### src/rtl/irq_agg_pkg.sv
`timescale 1ns/1ps
package irq_agg_pkg;
  typedef enum logic [1:0] {REG_STS, REG_SMSK, REG_LMSK, REG_NONE} reg_kind_e;

  function automatic reg_kind_e kind_of(input int unsigned a, input int unsigned nb);
    if (a < nb)            return REG_STS;
    else if (a < 2 * nb)   return REG_SMSK;
    else if (a < 3 * nb)   return REG_LMSK;
    else                   return REG_NONE;
  endfunction

  function automatic int unsigned byte_of(input int unsigned a, input int unsigned nb);
    if (a < 3 * nb) return a % nb;
    else            return 0;
  endfunction
endpackage

### src/rtl/irq_agg_ptr.sv
`timescale 1ns/1ps
module irq_agg_ptr #(
  parameter int AW = 4
) (
  input  logic          clk,
  input  logic          rst_n,
  input  logic          load_i,
  input  logic [AW-1:0] load_val_i,
  input  logic          step_i,
  output logic [AW-1:0] ptr_o
);
  logic [AW-1:0] ptr_q, ptr_d;
  logic          ptr_en;

  always_comb begin
    ptr_en = load_i | step_i;
    ptr_d  = load_i ? load_val_i : ptr_q + 1'b1;
  end

  always_ff @(posedge clk or negedge rst_n) begin
    if (!rst_n)      ptr_q <= '0;
    else if (ptr_en) ptr_q <= ptr_d;
  end

  assign ptr_o = ptr_q;
endmodule

### src/rtl/irq_agg_maskbank.sv
`timescale 1ns/1ps
module irq_agg_maskbank #(
  parameter int NBYTE = 3
) (
  input  logic               clk,
  input  logic               rst_n,
  input  logic [NBYTE-1:0]   sel_i,
  input  logic [7:0]         wdata_i,
  output logic [NBYTE*8-1:0] mask_o
);
  for (genvar b = 0; b < NBYTE; b++) begin : g_byte
    logic [7:0] m_q;
    always_ff @(posedge clk or negedge rst_n) begin
      if (!rst_n)        m_q <= 8'hFF;
      else if (sel_i[b]) m_q <= wdata_i;
    end
    assign mask_o[b*8 +: 8] = m_q;
  end
endmodule

### src/rtl/irq_agg_capture.sv
`timescale 1ns/1ps
module irq_agg_capture #(
  parameter int               NBYTE    = 3,
  parameter logic [NBYTE*8-1:0] RSV_BITS = '0
) (
  input  logic               clk,
  input  logic               rst_n,
  input  logic [NBYTE*8-1:0] src_i,
  input  logic [NBYTE*8-1:0] smask_i,
  input  logic               clr_i,
  output logic [NBYTE*8-1:0] status_o,
  output logic [NBYTE*8-1:0] prev_o
);
  for (genvar b = 0; b < NBYTE; b++) begin : g_byte
    logic [7:0] sts_q, sts_d, prv_q, hit;
    always_comb begin
      hit   = src_i[b*8 +: 8] & ~prv_q & ~smask_i[b*8 +: 8] & ~RSV_BITS[b*8 +: 8];
      sts_d = (clr_i ? 8'h00 : sts_q) | hit;
    end
    always_ff @(posedge clk or negedge rst_n) begin
      if (!rst_n) begin
        sts_q <= 8'h00;
        prv_q <= 8'h00;
      end else begin
        sts_q <= sts_d;
        prv_q <= src_i[b*8 +: 8];
      end
    end
    assign status_o[b*8 +: 8] = sts_q;
    assign prev_o[b*8 +: 8]   = prv_q;
  end
endmodule

### src/rtl/irq_status_agg.sv
`timescale 1ns/1ps
module irq_status_agg
  import irq_agg_pkg::*;
#(
  parameter int                 NBYTE    = 3,
  parameter int                 AW       = 4,
  parameter logic [NBYTE*8-1:0] RSV_BITS = 24'h800000
) (
  input  logic               clk,
  input  logic               rst_n,
  input  logic [NBYTE*8-1:0] src_i,
  input  logic               ptr_load_i,
  input  logic [AW-1:0]      ptr_val_i,
  input  logic               wr_en_i,
  input  logic [7:0]         wdata_i,
  input  logic               rd_next_i,
  output logic [7:0]         rdata_o,
  output logic               irq_o
);
  localparam int NBIT = NBYTE * 8;

  logic [AW-1:0]    ptr;
  logic [NBIT-1:0]  status, prev, smask, lmask;
  logic [NBYTE-1:0] smask_sel, lmask_sel;
  reg_kind_e        kind;
  int unsigned      sel_byte;
  logic             clr_all;
  logic             irq_q, irq_d;

  irq_agg_ptr #(.AW(AW)) u_ptr (
    .clk(clk), .rst_n(rst_n), .load_i(ptr_load_i), .load_val_i(ptr_val_i),
    .step_i(wr_en_i | rd_next_i), .ptr_o(ptr)
  );

  always_comb begin
    kind     = kind_of(int'(ptr), NBYTE);
    sel_byte = byte_of(int'(ptr), NBYTE);
    clr_all  = wr_en_i && (kind == REG_STS);
  end

  for (genvar b = 0; b < NBYTE; b++) begin : g_sel
    assign smask_sel[b] = wr_en_i && (kind == REG_SMSK) && (sel_byte == b);
    assign lmask_sel[b] = wr_en_i && (kind == REG_LMSK) && (sel_byte == b);
  end

  irq_agg_maskbank #(.NBYTE(NBYTE)) u_smask (
    .clk(clk), .rst_n(rst_n), .sel_i(smask_sel), .wdata_i(wdata_i), .mask_o(smask)
  );

  irq_agg_maskbank #(.NBYTE(NBYTE)) u_lmask (
    .clk(clk), .rst_n(rst_n), .sel_i(lmask_sel), .wdata_i(wdata_i), .mask_o(lmask)
  );

  irq_agg_capture #(.NBYTE(NBYTE), .RSV_BITS(RSV_BITS)) u_cap (
    .clk(clk), .rst_n(rst_n), .src_i(src_i), .smask_i(smask), .clr_i(clr_all),
    .status_o(status), .prev_o(prev)
  );

  always_comb begin
    case (kind)
      REG_STS:  rdata_o = status[sel_byte*8 +: 8];
      REG_SMSK: rdata_o = smask[sel_byte*8 +: 8];
      REG_LMSK: rdata_o = lmask[sel_byte*8 +: 8];
      default:  rdata_o = 8'h00;
    endcase
  end

  always_comb irq_d = |(status & ~lmask);

  always_ff @(posedge clk or negedge rst_n) begin
    if (!rst_n) irq_q <= 1'b0;
    else        irq_q <= irq_d;
  end

  assign irq_o = irq_q;
endmodule

### config.mk
export PLATFORM = sky130hd
export DESIGN_NAME = irq_status_agg
export DESIGN_NICKNAME = d
export VERILOG_FILES = /design/src/rtl/irq_agg_pkg.sv /design/src/rtl/irq_agg_ptr.sv /design/src/rtl/irq_agg_maskbank.sv /design/src/rtl/irq_agg_capture.sv /design/src/rtl/irq_status_agg.sv
export SDC_FILE = /design/constraint.sdc
export NUM_CORES = 1
export LEC_CHECK = 0
export ABC_AREA = 1
export BUFFER_PORTS_ARGS = -buffer_cell sky130_fd_sc_hd__clkbuf_2
export CAP_MARGIN = 10
export CORE_MARGIN = 8
export CORE_UTILIZATION = 55
export CTS_CLUSTER_DIAMETER = 40
export DETAILED_ROUTE_END_ITERATION = 10
export PLACE_DENSITY = 0.76
export SLEW_MARGIN = 0
export SYNTH_ARGS = -nofsm -noshare
export SYNTH_HDL_FRONTEND = slang
export SYNTH_HIERARCHICAL = 1
export SYNTH_SLANG_ARGS = --single-unit
### constraint.sdc
create_clock -name clk -period 4.05 [get_ports clk]
set_clock_uncertainty 0.05 [all_clocks]
set_input_delay 0.81 -clock clk [delete_from_list [all_inputs] [get_ports clk]]
set_output_delay 0.81 -clock clk [all_outputs]
set_load 0.005 [all_outputs]
# After elaboration in Yosys (flattened, before gate mapping)

Index checks and enable logic that the tools add are counted.
Widths: inputs -> output; s select.

Flip-flop bits (word level): 100
Output and inout bits: 9
Word-level logic and storage cells: 66

$add $sub $neg: 1
Div/mod/pow operators: 1
Order comparisons: 3
Eq/ne operators: 4
Shift operators: 3
Mux-type cells: 9
Bitwise gates (word level): 19
Reduce and logical (&&, ||, !) cells: 12

Operators with widths:

| operator             | count |
|---|---|
| $shiftx 24x33->8     | 3 |
| $and 8x8->8          | 4 |
| $eq 32x1->1 const B  | 1 |
| $eq 32x2->1 const B  | 1 |
| $logic_not 32->1     | 1 |
| $mod 4x2->32 const B | 1 |
| $mux 32              | 1 |
| $not 8->8            | 4 |
| $and 24x24->24       | 1 |
| $mux 8               | 3 |
| $not 24->24          | 1 |
| $pmux 8 s3           | 1 |
| $reduce_or 24->1     | 1 |
| $or 8x8->8           | 2 |
| $and 7x7->7          | 2 |
| $not 7->7            | 2 |
| $logic_and 1x1->1    | 9 |
| $or 8x7->8           | 1 |
| $add 4x1->4 const B  | 1 |
| $lt 4x2->1 const B   | 1 |
| $lt 4x3->1 const B   | 1 |
| $lt 4x4->1 const B   | 1 |
| $mux 2               | 2 |
| $mux 4               | 1 |
| other kinds (5)      | 6 |

# Logic depth before layout (Yosys ltp)

Word-level depth: 8
Depth in mapped cells: 23
Gate-level depth less buffers: 22

# Modules after synthesis

Netlist, hierarchy kept.

By module, submodules not included:

| module           | instances | cells each | area an instance (um^2) | seq. area each (um^2) |
|---|---|---|---|---|
| irq_agg_maskbank | 2         | 102        | 945.9                   | 630.6 |
| irq_agg_capture  | 1         | 167        | 1,685.4                 | 1,176.1 |
| irq_status_agg   | 1         | 285        | 1,483.9                 | 25.0 |
| irq_agg_ptr      | 1         | 27         | 220.2                   | 100.1 |

# Least setup slack after synthesis

No wires, ideal clock.

Path type: register to output
Start: register u_ptr.ptr_q[2], in the netlist u_ptr/ptr_o[2]
End: output rdata_o[6]
Arrival: 2.521 ns
Data required time: 3.190 ns
Setup slack: 0.669 ns
Stages on the path, launching flop included: 19
Cells stage by stage: dfrtp_1 > inv_2 > nor2_4 > ha_1 > ha_1 > a21oi_4 > inv_1 > o21ai_1 > inv_1 > ha_1 > inv_1 > nand3_2 > o21ai_2 > nand3_4 > buf_6 > nand3_1 > nand3_1 > nand2_1 > inv_1

Word-level cells in the longest chain between the ends: 6

Ends and longest elaborated chain:

| item                                                                 | line                 | text |
|---|---|---|
| from (decl)                                                          | irq_agg_ptr.sv:12    | `logic [AW-1:0] ptr_q, ptr_d;` |
| from (signal assigned)                                               | irq_agg_ptr.sv:22    | `else if (ptr_en) ptr_q <= ptr_d;` |
| parallel branches: the longest is 5 deep, another holds $mod 4x2->32 | -                    |  |
| $pmux 8 s3 *                                                         | irq_status_agg.sv:60 | `case (kind)` |
| to (decl)                                                            | irq_status_agg.sv:17 | `output logic [7:0] rdata_o,` |

Mark *: on every way between the ends.

# Final worst setup path

Start: register u_ptr.ptr_q[2], in the netlist u_ptr/ptr_o[2]
End: output rdata_o[7]

Same word-level chain as after synthesis.

==> impl_summary.md <==
Status
The run finished with clean final reports.

Power and ir drop
The combinational fraction of design power is 41.0%. The cell-internal power is 2.21 mW. The total power consumption of the routed design is 3.77 mW. The analysis attributes to cell leakage a power of 3.14 nW. For this design the ratio of total power to cell area is 623 nW/um^2. The share of power burned in the clock network is 16.1%. Summed over all nets, the switching power comes to 1.55 mW. Per report_power, the sequential group accounts for 42.9% of the total. The maximum vdd ir drop is 0.406 mV. The proportion of total power due to net switching is 41.2%.

Worst setup path
The critical path goes through inv_2, nor2_4, ha_4, ha_2, a21oi_4, inv_2, o21ai_4, inv_2, ha_4, inv_4, nand3_4, o21ai_4, nand2_2, nor2_4, nand3_2, nand3_1, nand2_1, inv_1, clkbuf_2. For this design, the slowest cell found on the critical path is dfrtp_2. STA puts the critical path data arrival time at 3.10 ns. The worst setup path is launched from a register.

The worst-path maximum fanout is 7. The most used cell along the critical path is inv_2. Broken down by cell family, the worst path's largest delay share belongs to simple AND/OR/NAND/NOR gates. The critical path is of the reg -> out type.

The required time of the critical path is 3.19 ns. Together, buffers and inverters on the worst path number 6. The worst stage delay on the critical path is 0.42 ns. The worst setup path is captured at an output port.

Synthesis
The synthesized netlist net count is 732. In this run the cell area of the synthesized design comes to 5260 sq um. The number of instances in the synthesized netlist is 682. Dividing the synthesized area by the synthesized cell count gives 7.71 sq um.

For this run, the number of Yosys warnings is 6.

Routing
Wires add up to 13.3 mm. The number of nets with antenna violations after detailed routing is 0. The via density per instance is 5.28. The detailed router finished its first iteration with 372 violations. The per-cell routed wire length is 15.1 microns. The first TritonRoute pass finished after 5 iterations. The count of unresolved DRC violations after routing is 0. Across all layers, the routed design uses 4654 vias.

GRT
The first global-routing pass estimated 21.3 mm of wire. After global routing the overflow that remains totals 0. The maximum number of pins on one net before global-route repair is 86. The overall fraction of global-route tracks in use is 20.8%. The number of antenna violations at the first check in global routing is 0. The via count of the first global-routing pass is 4522.

Timing
Setup repair after global routing could not meet its margin everywhere. The final number of hold-violating endpoints is 0. The number of pins with negative max-slew slack in the final report came to 0. The clock period minus final worst setup slack is 3.96 ns. The worst relative slew slack is 31.2%. The post-route clock period utilization is 97.7%. For the pin with the worst max-slew slack, the measured transition is 1.03 ns. The total setup violations reported at the end of the flow is 0. The timing-limited maximum frequency is 253 MHz.

Layout
Across the whole layout, storage elements account for 2540 sq um. The final core area utilization is 65.5%. The count of inserted antenna diode cells is 0. Of the cells placed in the final design, the portion with a size suffix greater than 1 is 26.1%.

The count of nets after finishing is 797. The layout overhead on the synthesized area is 15.1%. The fill cell total of the finished layout is 797.

In the final layout, the multi-input gates occupy 2320 sq um.

Floorplanning
The horizontal die dimension is 114 microns. From bottom edge to top edge, the die measures 114 microns. Pin placement for this block handled 50 I/O pins. The number of placement rows is 35. The initial cell density of the core is 56.9%. The area of the placeable core is 9240 sq um.

The die area is 12900 sq um.

Clock network
The number of CTS-inserted buffers is 9. Clock tree synthesis selected as its root buffer the cell clkbuf_8. The clock slew seen by the registers of the worst setup and hold paths is 0.10 ns. The number of buffers inserted by hold repair at cts is 0. The clock net in this run drives a total of 99 sinks. The clock tree synthesis step divided the H-tree into 3 levels. In this run the deepest clock path goes through 2 buffers. The later-pin clock latency in the skew report is 0.38 ns.

TritonCTS built the clock tree.

Min path
The type of the tightest min-delay check is reg -> reg.

Placement
The count of port buffers added during placement is 48. The weighted congestion at the end of routability-driven global placement is 0.957. The final HPWL from detailed placement is 9.34 mm.

Run
The tool flagged a number of max-cap violations equal to 0.
[layout by cell type, fill, tap and decap left out, drive strengths merged, types with 2 or more instances in the layout]
cell / count
nand2: 261
clkbuf: 58
nand4: 4
dfstp: 48
nand3b: 2
a22oi: 17
nand3: 64
clkinv: 2
nor2: 33
a21oi: 30
o22ai: 8
dfrtp: 51
ha: 9
inv: 110
a21boi: 2
o21ai: 16
buf: 26
[power groups by stage]
| stage | registers, mW | logic (mW) | clock network [mW] |
|---|---|---|---|
| finish | 1.62 | 1.55 | 0.606 |
| global route | 1.66 | 1.72 | 0.645 |
| CTS | 1.61 | 1.41 | 0.619 |
| detailed placement | 1.63 | 1.36 | 0 |
| global placement | 1.62 | 1.31 | 0 |
| floorplan | 1.56 | 1.01 | 0 |
[tightest hold or removal path, delay by kind of cell, from the launching register on]
kind	cells	cell delay, ns
AND/OR/NAND/NOR	2	0.09
flip-flops	1	0.38
[final timing paths]
kind / start / to / slack (ns) / depth (start not counted)
worst min register to register: u_lmask/g_byte[0].m_q[0] / u_lmask/g_byte[0].m_q[0] / 0.42 / 2
min in group asynchronous: rst_n / u_cap/g_byte[2].sts_q[0] / 0.53 / 1
worst max register to register: u_ptr/ptr_o[2] / u_smask/g_byte[1].m_q[1] / 0.63 / 20
worst min-delay path: u_lmask/g_byte[0].m_q[0] / u_lmask/g_byte[0].m_q[0] / 0.42 / 2
max in group asynchronous: rst_n / u_lmask/g_byte[1].m_q[0] / 2.55 / 2
worst max-delay path: u_ptr/ptr_o[2] / rdata_o[7] / 0.09 / 19
[registers in the layout, indices dropped and copies added (netlist names)]
| name | flops |
|---|---|
| u_ptr/ptr_o | 4 |
| u_cap/g_byte.prv_q | 23 |
| u_lmask/g_byte.m_q | 24 |
| u_cap/g_byte.sts_q | 23 |
| u_smask/g_byte.m_q | 24 |
| irq_o | 1 |
[per-layer routing]
| metal | share of wire [%] | track usage [%] | vias to the layer above |
|---|---|---|---|
| met5 | 0 | 0 | - |
| met4 | 1.8 | 6.75 | 0 |
| met3 | 7.1 | 4.70 | 29 |
| met2 | 50 | 35.2 | 158 |
| met1 | 41 | 25.8 | 2204 |
| li1 | - | - | 2263 |
[repair_timing]
action,in CTS,in global routing
resized for setup,6,32
buffers inserted,9,2
cloned,1,2
endpoints found under the setup margin,8,8
pin swaps,4,11
[area by class of cell]
class	count	share of cell area, %
clock buffers	11	2.34
clock inverters	5	0.745
inverters	108	6.74
multi-input cells	456	38.4
flip-flops and latches	99	42.0
well taps	129	2.67
repair buffers	73	7.12
[stage by stage]
step / instances / cell area (sq um) / hold slack, ns / TNS, ns / setup WS (ns)
floorplan: 682 / 5260 / 0.392 / 0 / 0.669
global placement: 851 / 5600 / 0.401 / 0 / 0.283
detailed placement: 851 / 5600 / 0.403 / 0 / 0.158
CTS: 877 / 5870 / 0.418 / 0 / 0.00112
global route: 881 / 6050 / 0.432 / -0.155 / -0.0352
finish: 881 / 6050 / 0.418 / 0 / 0.0915
Note: power is estimated with default switching activity, not from simulation.
